===== src/rtl/va_gate_pkg.sv =====
package va_gate_pkg;

   typedef enum logic [1:0] {
      ACC_FETCH = 2'd0,
      ACC_LOAD  = 2'd1,
      ACC_STORE = 2'd2,
      ACC_LOAD2 = 2'd3
   } acc_kind_e;

   typedef enum logic [2:0] {
      CZ_NONE       = 3'd0,
      CZ_SUPER_ADDR = 3'd1,
      CZ_TLB_MISS   = 3'd2,
      CZ_PERM_RD    = 3'd3,
      CZ_PERM_WR    = 3'd4,
      CZ_PERM_EX    = 3'd5
   } fault_cause_e;

   typedef enum logic [1:0] {
      RG_FLAT,
      RG_KERN_BYPASS,
      RG_USER_BARRED,
      RG_MAPPED
   } region_e;

endpackage


===== src/rtl/va_region_decode.sv =====
module va_region_decode
   import va_gate_pkg::*;
#(
   parameter int                ADDR_W      = 32,
   parameter int                MMU_PRESENT = 1,
   parameter logic [ADDR_W-1:0] KERN_BASE   = 32'hC000_0000,
   parameter logic [ADDR_W-1:0] USER_LIMIT  = 32'h8000_0000
) (
   input  logic [ADDR_W-1:0] vaddr,
   input  logic              supv,
   output region_e           region
);

   if (KERN_BASE < USER_LIMIT) begin : g_bad_bounds
      $error("KERN_BASE must not lie below USER_LIMIT");
   end

   if (MMU_PRESENT == 0) begin : g_flat
      logic unused_in;
      assign unused_in = ^{vaddr, supv};
      assign region    = RG_FLAT;
   end else begin : g_mapped
      always_comb begin
         if (supv) begin
            region = (vaddr >= KERN_BASE) ? RG_KERN_BYPASS : RG_MAPPED;
         end else begin
            region = (vaddr >= USER_LIMIT) ? RG_USER_BARRED : RG_MAPPED;
         end
      end
   end

endmodule


===== src/rtl/va_perm_check.sv =====
module va_perm_check
   import va_gate_pkg::*;
#(
   parameter  int ADDR_W    = 32,
   parameter  int PAGE_BITS = 12,
   localparam int PFN_W     = ADDR_W - PAGE_BITS
) (
   input  region_e           region,
   input  acc_kind_e         kind,
   input  logic [ADDR_W-1:0] vaddr,
   input  logic              hit,
   input  logic [PFN_W-1:0]  pfn,
   input  logic              rd_ok,
   input  logic              wr_ok,
   input  logic              ex_ok,
   output logic [ADDR_W-1:0] paddr,
   output logic              fault,
   output fault_cause_e      cause
);

   logic         need_ok;
   fault_cause_e deny_cause;

   always_comb begin
      unique case (kind)
         ACC_FETCH: begin need_ok = ex_ok; deny_cause = CZ_PERM_EX; end
         ACC_STORE: begin need_ok = wr_ok; deny_cause = CZ_PERM_WR; end
         default:   begin need_ok = rd_ok; deny_cause = CZ_PERM_RD; end
      endcase
   end

   always_comb begin
      paddr = '0;
      fault = 1'b0;
      cause = CZ_NONE;
      unique case (region)
         RG_FLAT, RG_KERN_BYPASS: paddr = vaddr;
         RG_USER_BARRED: begin
            fault = 1'b1;
            cause = CZ_SUPER_ADDR;
         end
         default: begin
            if (!hit) begin
               fault = 1'b1;
               cause = CZ_TLB_MISS;
            end else if (!need_ok) begin
               fault = 1'b1;
               cause = deny_cause;
            end else begin
               paddr = {pfn, vaddr[PAGE_BITS-1:0]};
            end
         end
      endcase
   end

endmodule


===== src/rtl/va_fault_regs.sv =====
module va_fault_regs #(
   parameter  int ADDR_W    = 32,
   parameter  int PAGE_BITS = 12,
   parameter  int VPN_LSB   = 2,
   localparam int VPN_W     = ADDR_W - PAGE_BITS,
   localparam int PTB_LSB   = VPN_LSB + VPN_W,
   localparam int PTB_W     = ADDR_W - PTB_LSB
) (
   input  logic              clk,
   input  logic              rst_n,
   input  logic              capture,
   input  logic              capture_tlb,
   input  logic              is_fetch,
   input  logic [ADDR_W-1:0] vaddr,
   input  logic              ptbase_wr,
   input  logic [PTB_W-1:0]  ptbase_data,
   output logic [ADDR_W-1:0] badaddr,
   output logic [ADDR_W-1:0] pteaddr,
   output logic              tlb_d
);

   logic [PTB_W-1:0] ptbase_q;
   logic [VPN_W-1:0] vpn_q;

   always_ff @(posedge clk or negedge rst_n) begin
      if (!rst_n) begin
         badaddr <= '0;
         vpn_q   <= '0;
         tlb_d   <= 1'b0;
      end else begin
         if (capture) badaddr <= vaddr;
         if (capture_tlb) begin
            vpn_q <= vaddr[ADDR_W-1:PAGE_BITS];
            tlb_d <= !is_fetch;
         end
      end
   end

   always_ff @(posedge clk or negedge rst_n) begin
      if (!rst_n)         ptbase_q <= '0;
      else if (ptbase_wr) ptbase_q <= ptbase_data;
   end

   assign pteaddr = {ptbase_q, vpn_q, {VPN_LSB{1'b0}}};

endmodule


===== src/rtl/va_fault_gate.sv =====
module va_fault_gate
   import va_gate_pkg::*;
#(
   parameter  int                ADDR_W      = 32,
   parameter  int                PAGE_BITS   = 12,
   parameter  int                VPN_LSB     = 2,
   parameter  int                MMU_PRESENT = 1,
   parameter  logic [ADDR_W-1:0] KERN_BASE   = 32'hC000_0000,
   parameter  logic [ADDR_W-1:0] USER_LIMIT  = 32'h8000_0000,
   localparam int                PFN_W       = ADDR_W - PAGE_BITS,
   localparam int                PTB_W       = ADDR_W - VPN_LSB - PFN_W
) (
   input  logic              clk,
   input  logic              rst_n,
   input  logic              req_valid,
   input  logic [ADDR_W-1:0] vaddr,
   input  logic [1:0]        acc_kind,
   input  logic              supv,
   input  logic              probe,
   input  logic              tlb_hit,
   input  logic [PFN_W-1:0]  tlb_pfn,
   input  logic              tlb_rd_ok,
   input  logic              tlb_wr_ok,
   input  logic              tlb_ex_ok,
   input  logic              ptbase_wr,
   input  logic [PTB_W-1:0]  ptbase_data,
   output logic              xlat_ok,
   output logic [ADDR_W-1:0] paddr,
   output logic              fault_valid,
   output logic              probe_fail,
   output logic [2:0]        fault_cause,
   output logic [ADDR_W-1:0] badaddr,
   output logic [ADDR_W-1:0] pteaddr,
   output logic              tlb_d
);

   if (PAGE_BITS < 4 || PAGE_BITS >= ADDR_W) begin : g_bad_page
      $error("PAGE_BITS out of range");
   end
   if (VPN_LSB < 1 || PTB_W < 1) begin : g_bad_vpn
      $error("VPN field does not fit below the table base");
   end

   region_e           region;
   logic [ADDR_W-1:0] chk_paddr;
   logic              chk_fault;
   fault_cause_e      chk_cause;
   acc_kind_e         kind;

   assign kind = acc_kind_e'(acc_kind);

   va_region_decode #(
      .ADDR_W(ADDR_W), .MMU_PRESENT(MMU_PRESENT),
      .KERN_BASE(KERN_BASE), .USER_LIMIT(USER_LIMIT)
   ) u_region (
      .vaddr(vaddr), .supv(supv), .region(region)
   );

   va_perm_check #(.ADDR_W(ADDR_W), .PAGE_BITS(PAGE_BITS)) u_perm (
      .region(region), .kind(kind), .vaddr(vaddr), .hit(tlb_hit),
      .pfn(tlb_pfn), .rd_ok(tlb_rd_ok), .wr_ok(tlb_wr_ok), .ex_ok(tlb_ex_ok),
      .paddr(chk_paddr), .fault(chk_fault), .cause(chk_cause)
   );

   assign xlat_ok     = req_valid && !chk_fault;
   assign paddr       = xlat_ok ? chk_paddr : '0;
   assign fault_valid = req_valid && chk_fault && !probe;
   assign probe_fail  = req_valid && chk_fault && probe;
   assign fault_cause = req_valid ? chk_cause : CZ_NONE;

   va_fault_regs #(.ADDR_W(ADDR_W), .PAGE_BITS(PAGE_BITS), .VPN_LSB(VPN_LSB)) u_regs (
      .clk(clk), .rst_n(rst_n),
      .capture(fault_valid),
      .capture_tlb(fault_valid && chk_cause != CZ_SUPER_ADDR),
      .is_fetch(kind == ACC_FETCH),
      .vaddr(vaddr), .ptbase_wr(ptbase_wr), .ptbase_data(ptbase_data),
      .badaddr(badaddr), .pteaddr(pteaddr), .tlb_d(tlb_d)
   );

endmodule


===== config.mk =====
export PLATFORM = sky130hd
export DESIGN_NAME = va_fault_gate
export DESIGN_NICKNAME = d
export VERILOG_FILES = /design/src/rtl/va_gate_pkg.sv /design/src/rtl/va_region_decode.sv /design/src/rtl/va_perm_check.sv /design/src/rtl/va_fault_regs.sv /design/src/rtl/va_fault_gate.sv
export SDC_FILE = /design/constraint.sdc
export NUM_CORES = 1
export LEC_CHECK = 0
export BUFFER_PORTS_ARGS = -buffer_cell sky130_fd_sc_hd__buf_2
export CORE_MARGIN = 2
export CORE_UTILIZATION = 46
export DETAILED_ROUTE_END_ITERATION = 8
export PLACE_DENSITY_LB_ADDON = 0.15
export RECOVER_POWER = 50
export REMOVE_ABC_BUFFERS = 1
export SETUP_SLACK_MARGIN = 0.2
export SLEW_MARGIN = 0
export SYNTH_ARGS = -nofsm -noshare
export SYNTH_HDL_FRONTEND = slang
export SYNTH_SLANG_ARGS = --single-unit

===== constraint.sdc =====
create_clock -name clk -period 5.2 [get_ports clk]
set_clock_uncertainty 0.1 [all_clocks]
set_input_delay 0.78 -clock clk [delete_from_list [all_inputs] [get_ports clk]]
set_output_delay 0.78 -clock clk [all_outputs]
set_load 0.02 [all_outputs]

Word level (Yosys, flattened, before mapping). Index checks and enable logic that the tools add are counted.

Flip-flop bits (word level): 63. Input port bits: 74. Output and inout port bits: 103. Word-level logic and storage cells: 37.

Order comparisons: 2. Equal/unequal tests: 4. Multiplexer cells: 16. Reduce and logical (&&, ||, !) cells: 11.

Operator list (number): two-way mux 32 bit (3); greater-or-equal comparator 32 bit, second input constant (2); one-hot mux 32 bit (2 select lines) (1); one-hot mux 3 bit (2 select lines) (2); two-way mux 3 bit (3); logical AND 1 bit (5); equality test 2 bit, second input constant (2); zero test 2 bit (2); two-way mux 2 bit (2); one-hot mux 1 bit (2 select lines) (2); zero test 1 bit (3); two-way mux 1 bit (3); inequality test 3 x 1 -> 1 bit, second input constant (1); equality test 2 x 1 -> 1 bit, second input constant (1); OR reduction 2 bit (1).

Longest topological paths before layout. Gate-level depths: netlist of run 1.

Depth after elaboration: 9. Depth in mapped cells: 5. Gate-level depth less buffers: 4.

Hierarchy. Synthesis of run 1 repeated with hierarchy kept, for this count alone.

Cells, all modules: 238. Area, all modules: 3273.1 µm².

Modules (own cells, without submodules): va_fault_regs (times used 1, cells each 137, area each 2511.2 µm², seq. area each 1576.5 µm²); va_perm_check (times used 1, cells each 54, area each 434.2 µm², seq. area each 0.0 µm²); va_fault_gate (times used 1, cells each 45, area each 316.6 µm², seq. area each 0.0 µm²); va_region_decode (times used 1, cells each 2, area each 11.3 µm², seq. area each 0.0 µm²).

Worst setup path before layout of run 1. No wires, ideal clock.

Path type: input to output. From: in acc_kind[1]. To: out paddr[20]. Data arrival time: 2.015 ns. Data required time: 4.320 ns. Setup slack: 2.305 ns. Stages: 5. Path buffers: 1. Path through: mux2_4 -> o211ai_4 -> nor2_1 -> clkbuf_1 -> a22o_1.

Cells in the longest elaborated chain, start to end: 8.

RTL lines: start: declaration (line va_fault_gate.sv:17) `input logic [1:0] acc_kind,`; equality test 2 bit or zero test 2 bit (tied branches) (line va_perm_check.sv:25) `unique case (kind)`; one-hot mux 1 bit (2 select lines) * (line va_perm_check.sv:25); two-way mux 1 bit (line va_perm_check.sv:46) `end else if (!need_ok) begin`; two-way mux 1 bit (line va_perm_check.sv:43) `if (!hit) begin`; one-hot mux 1 bit (2 select lines) (line va_perm_check.sv:36) `unique case (region)`; zero test 1 bit (line va_fault_gate.sv:65) `assign xlat_ok = req_valid && !chk_fault;`; logical AND 1 bit (line va_fault_gate.sv:65); two-way mux 32 bit * (line va_fault_gate.sv:66) `assign paddr = xlat_ok ? chk_paddr : '0;`; end: declaration (line va_fault_gate.sv:28) `output logic [ADDR_W-1:0] paddr,`.

Mark *: on every way between the ends. The rest lies on a longest branch, timed or not.

==> results of run 1 <==
-- cell families (layout without fill, tap and decap cells) --
kind of cell	after synthesis	count (layout)	share of synthesized area, %
mux	63	63	27.24
flops	63	63	54.83
simple gates	34	34	6.962
compound gates	27	27	7.963
buf+inv	15	196	2.872
other cells	1	2	0.1304
-- where the power goes --
part / switching (mW) / internal (mW)
Combinational: 0.263 / 0.186
Clock: 0.174 / 0.259
Sequential: 0.0503 / 0.588
Total: 0.488 / 1.03
-- synth_stat cells, types with 3 or more instances --
cell type,count
a21oi_1,3
buf_2,3
nor2_1,5
mux2_2,42
nor3_1,3
dfrtp_1,63
a22o_1,18
inv_1,3
and2_1,14
clkbuf_1,5
mux2_4,20
-- sequential cells by signal (all words and copies together) (netlist names) --
name and flops:
u_regs.tlb_d 1, u_regs.ptbase_q 10, u_regs.badaddr 32, u_regs.vpn_q 20
-- metal layers --
| metal | share of wire, % | up-vias | GRT usage [%] |
|---|---|---|---|
| met4 | 1.4 | 0 | 6.706 |
| met2 | 51 | 112 | 36.14 |
| met3 | 7.3 | 10 | 7.853 |
| met5 | 0 | - | 0 |
| li1 | - | 1080 | - |
| met1 | 40 | 1084 | 24.20 |
-- area by class of cell --
cell class                 instances  area [µm²]
fill                             502        2027
clock inverter                     3       40.04
timing repair buffer             177       842.1
clock buffer                      13       168.9
tap                               75       93.84
sequential                        63        1577
inverter                           3       11.26
multi-input combinational        126        1231
-- placed cells by master, fill, tap and decap left out, drive strengths merged --
| master | n |
|---|---|
| buf | 135 |
| dfrtp | 63 |
| mux2 | 62 |
| clkbuf | 55 |
| a22o | 18 |
| and2 | 14 |
| nor2 | 5 |
| inv | 3 |
| a21oi | 3 |
| nor3 | 3 |
| nand2b | 2 |
| nand2 | 2 |
| and3 | 2 |
| nor3b | 2 |
| conb | 2 |
| clkinv | 2 |
| o21ai | 2 |
| nor2b | 1 |
| o31ai | 1 |
| nand3 | 1 |
| a21boi | 1 |
| o211ai | 1 |
| o211a | 1 |
| nor4b | 1 |
| or3b | 1 |
| mux2i | 1 |
| bufinv | 1 |
-- path summary, 6_finish.rpt --
check | cells past startpoint | slack [ps] | to
max reg2reg | 2 | 4310 | u_regs.badaddr[31]
min | 1 | 410 | u_regs.badaddr[24]
max | 2 | 1670 | u_regs.badaddr[31]
min in group asynchronous | 2 | 1520 | u_regs.badaddr[18]
max in group clk | 6 | 2020 | paddr[0]
min reg2reg | 1 | 410 | u_regs.badaddr[24]
-- per-stage QoR --
stage          util, %  hold WS [ps]
4_1_cts          66.90         403.0
2_1_floorplan        -         384.4
3_5_place_dp     63.41         388.7
3_3_place_gp     63.41         382.6
5_1_grt          66.17         415.1
6_report         66.17         405.0
==> impl_metrics.csv, run 1 <==
group,metric,value,unit
detailed_routing,drt-pass1-iter-count,4,
grt,grt-ovfl-total,0,
worst_setup_path,crit_path_start,"rst_n",
outcome,violations,"max-capacitance violations, max-slew violations",
place,pre_cts_ws,1581,ps
grt,grt_pass1_wl,11.63,mm
timing,worst_pin_slew,3218,ps
timing,fin_setup_tns,0,ps
worst_setup_path,critPathTopFamily,"buffers and inverters",
timing,maxSlewHeadroom,-114.5,%
grt,grt_max_degree,64,
logic_synthesis,synth_area_leader_cell,"dfrtp_1",
final_layout,drive_above_1_share,55.84,%
logic_synthesis,syn_area,2875,µm²
die,row_count,28,
worst_setup_path,cp-start-kind,"primary input",
run,maxCapViolCount,1,
clocking,cts_tree,"done",
worst_setup_path,worstPathRequired,4820,ps
outcome,status,"complete, but fails checks",
grt,antenna_found_initial,0,
pwr,leakagePower,2.058,nW
die,dieArea,6899,µm²
clocking,h-tree-depth,3,
timing,min_period_over_period,67.87,%
worst_setup_path,cp_max_fo,63,
worst_setup_path,critPathSlowestCell,"clkbuf_1",
clocking,cts-root-buf,"clkbuf_8",
clocking,post-cts-setup-buffers,0,
worst_setup_path,criticalPathCategory,"in -> async",
final_layout,syn2layout_area_growth,37.86,%
worst_hold_path,hp-start,"u_regs.badaddr[24]",
pwr,total_power,1.521,mW
logic_synthesis,synth_warnings,0,
clocking,path_clk_slew,60,ps
timing,fmax,283.4,MHz
clocking,insertion_delay,330,ps
die,top_level_ports,177,
die,die_h,83.06,µm
clocking,cts_resized,0,
worst_setup_path,arrival,3150,ps
worst_setup_path,cpPeakStageDelay,2260,ps
grt,grt_usage,20.99,%
timing,setup_viol,0,
logic_synthesis,synthDistinctLibCells,29,
clocking,numCtsBuffers,9,
place,gp_congestion,0.7771,
detailed_routing,routed_wl,6.850,mm
grt,grt_pass1_vias,2338,
logic_synthesis,ys.flop_type,"dfrtp_1",
detailed_routing,drt_iter0_markers,48,
detailed_routing,routedWlPerCell,14.89,µm
die,die_x,83.06,µm
detailed_routing,antenna_left,0,
place,io_buffers,174,
final_layout,final_cells,460,
worst_setup_path,worstSetupEndpointType,"async pin",
timing,setup_slack,1671,ps
logic_synthesis,synthTopCellsByArea,"dfrtp_1 (55%), mux2_2 (16%), mux2_4 (10%)",
die,start_util,47.99,%
timing,maxSlewViolCount,64,
worst_setup_path,cp_cell_sequence,"buf_2 -> clkbuf_1",
timing,finalHoldViolCount,0,
place,placed_area,3799,µm²
worst_setup_path,reg2reg_from,"u_regs.badaddr[31]",
logic_synthesis,synthArstFlopShare,100.0,%
pwr,pwr_density_cell,383.8,nW/µm²
final_layout,nets,454,
logic_synthesis,synth_cells,203,
logic_synthesis,ys_seq_area_share,54.83,%
detailed_routing,viasPerCell,4.970,
clocking,holdBufCountCts,0,
clocking,clk_path_buf_depth,2,
timing,rsz0062_at_grt,"no",
logic_synthesis,synth.ff_latch_count,63,
clocking,clock-sinks,63,
die,core,5991,µm²
worst_setup_path,path_buf_inv,2,
place,dp_hpwl,5.074,mm
detailed_routing,vias,2286,
worst_hold_path,hold_path_class,"reg -> reg",
logic_synthesis,synth_top_cell_area_share,54.83,%
place,placedCellCount,443,
detailed_routing,drc,0,
logic_synthesis,synth-edff-count,0,
final_layout,antenna_cells,0,
logic_synthesis,avgSynthCellArea,14.16,µm²
final_layout,final_area,3964,µm²
pwr,ir_drop,0.0002236,V
timing,timing.final.crit_period,3529,ps
No activity file was read; power rests on OpenSTA's default activity.
==> run 2, diff against run 1 <==
- CORE_UTILIZATION: 46 -> 39
- clock period: 5.2 -> 3.06 ns (I/O delays scaled with it)
==> run 2 against run 1 <==
  * The run still ends with max-capacitance violations, max-slew violations left
  * Global-route usage down 3.2 points
  * Via count increased by 0.13%
  * Non-clock buffer count rose by 3
  * Highest routed layer unchanged
  * Core utilization shrank 10 points
  * Cell area rose by 1.5%
  * Critical endpoint is now paddr[7]
==> impl_metrics.csv, run 2 (synthesis gave the netlist of run 1 again) <==
group,metric,value,unit
outcome,status,"complete, but fails checks",
outcome,violations,"max-capacitance violations, max-slew violations",
run,maxCapViolCount,1,
pwr,ir_drop,0.0002903,V
final_layout,layout_common_cells,"buf_2 (132), dfrtp_1 (63), clkbuf_1 (46)",
detailed_routing,viasPerCell,4.700,
timing,fmax,396.4,MHz
clocking,cts-root-buf,"clkbuf_8",
grt,grt_pass1_vias,2275,
clocking,numCtsBuffers,9,
detailed_routing,drt_iter0_markers,54,
detailed_routing,drc,0,
die,core,7214,µm²
worst_setup_path,cp_cell_sequence,"buf_2 -> nand2b_1 -> o211ai_4 -> a21oi_1 -> and2_1 -> buf_2",
grt,grt_max_degree,38,
timing,worst_pin_slew,1954,ps
clocking,insertion_delay,330,ps
die,start_util,39.85,%
clocking,h-tree-depth,3,
final_layout,finalCoreUtilization,55.76,%
timing,min_period_over_period,82.43,%
worst_hold_path,hold_path_class,"in -> reg",
detailed_routing,routed_wl,6.996,mm
timing,hold_ws,252.3,ps
worst_setup_path,cpPeakStageDelay,660,ps
worst_hold_path,holdPathStages,2,
timing,timing.final.crit_period,2522,ps
final_layout,top_regs,"u_regs.badaddr (32), u_regs.vpn_q (20), u_regs.ptbase_q (10)",
clocking,path_clk_slew,80,ps
detailed_routing,vias,2289,
clocking,clock-sinks,63,
pwr,leakagePower,2.071,nW
die,top_level_ports,177,
grt,grt_pass1_wl,11.46,mm
place,placed_area,3859,µm²
final_layout,largest_register,"u_regs.badaddr",
timing,rsz0062_at_grt,"no",
clocking,clk_path_buf_depth,2,
grt,grt_usage,17.77,%
timing,maxSlewHeadroom,-30.25,%
grt,grt-ovfl-total,0,
grt,antenna_found_initial,0,
worst_setup_path,arrival,1960,ps
detailed_routing,drt-pass1-iter-count,4,
final_layout,layout.cells.most_common,"buf_2",
final_layout,drive_above_1_share,55.41,%
timing,finalHoldViolCount,0,
place,io_buffers,174,
worst_setup_path,cp_max_fo,13,
die,die_x,89.87,µm
timing,setup_viol,0,
clocking,cts_tree,"done",
final_layout,largest_register_ffs,32,
detailed_routing,routedWlPerCell,14.37,µm
die,dieArea,8076,µm²
place,gp_congestion,0.7927,
worst_setup_path,crit_path_frequent_cell,"buf_2",
worst_setup_path,criticalPathCategory,"in -> out",
final_layout,antenna_cells,0,
worst_setup_path,cp-start-kind,"primary input",
final_layout,syn2layout_area_growth,39.90,%
clocking,holdBufCountCts,0,
detailed_routing,antenna_left,0,
timing,fin_setup_tns,0,ps
clocking,cts_resized,0,
worst_setup_path,worstPathRequired,2500,ps
clocking,post-cts-setup-buffers,0,
worst_setup_path,critPathSlowestCell,"a21oi_1",
final_layout,nets,457,
timing,maxSlewViolCount,38,
pwr,pwr_density_cell,662.6,nW/µm²
place,dp_hpwl,5.177,mm
worst_setup_path,worst-r2r-cell-count,2,
die,row_count,31,
die,die_h,89.87,µm
worst_setup_path,worstSetupEndpointType,"output pin",
final_layout,final_area,4023,µm²
[run 2: cell count changes in the layout (fill, tap and decap cells not counted), sizes merged]
cell	delta
buf	+1
bufinv	+1
clkbuf	+2
clkinv	-1
[run 2: final cells by class]
cell class	count	area, µm²
tap	99	123.9
clock buffer	13	158.9
inverter	3	11.26
sequential	63	1577
multi-input combinational	126	1231
fill	683	3192
clock inverter	3	65.06
timing repair buffer	180	855.8
[run 2: per-stage QoR]
step	instances	worst slack (ps)	power, mW
final	487	537.5	2.665
after global routing	487	240.0	2.799
after CTS	487	518.4	2.722
after detailed placement	471	516.6	1.899
after global placement	471	643.1	1.888
after floorplan	192	-90.23	1.575
[run 2: critical path, delay by kind of cell]
kind,cells,cell delay [ps]
AO/OA/AOI/OAI,2,810
buffers and inverters,2,300
AND/OR/NAND/NOR,2,390
[run 2: routing by layer]
| layer | routed length, µm | vias to the layer above | GRT usage [%] |
|---|---|---|---|
| li1 | - | 1089 | - |
| met1 | 3021 | 1115 | 22.36 |
| met2 | 3504 | 79 | 30.37 |
| met3 | 385 | 6 | 3.353 |
| met4 | 85 | 0 | 7.051 |
| met5 | 0 | - | 0 |
[run 2: path summary, 6_finish.rpt]
path / slack [ps] / to / startpoint
max in group asynchronous: 740 / u_regs.badaddr[28] / rst_n
max reg2reg: 2160 / u_regs.badaddr[31] / u_regs.badaddr[31]
max: 540 / paddr[7] / acc_kind[0]
min in group asynchronous: 570 / u_regs.badaddr[0] / rst_n
min: 250 / u_regs.ptbase_q[9] / ptbase_data[9]
min reg2reg: 400 / u_regs.badaddr[2] / u_regs.badaddr[2]
[run 2: where the power goes]
part	internal [mW]	total (mW)	switching, mW
sequential	0.999	1.08	0.0835
clock	0.503	0.819	0.316
combinational	0.318	0.765	0.446
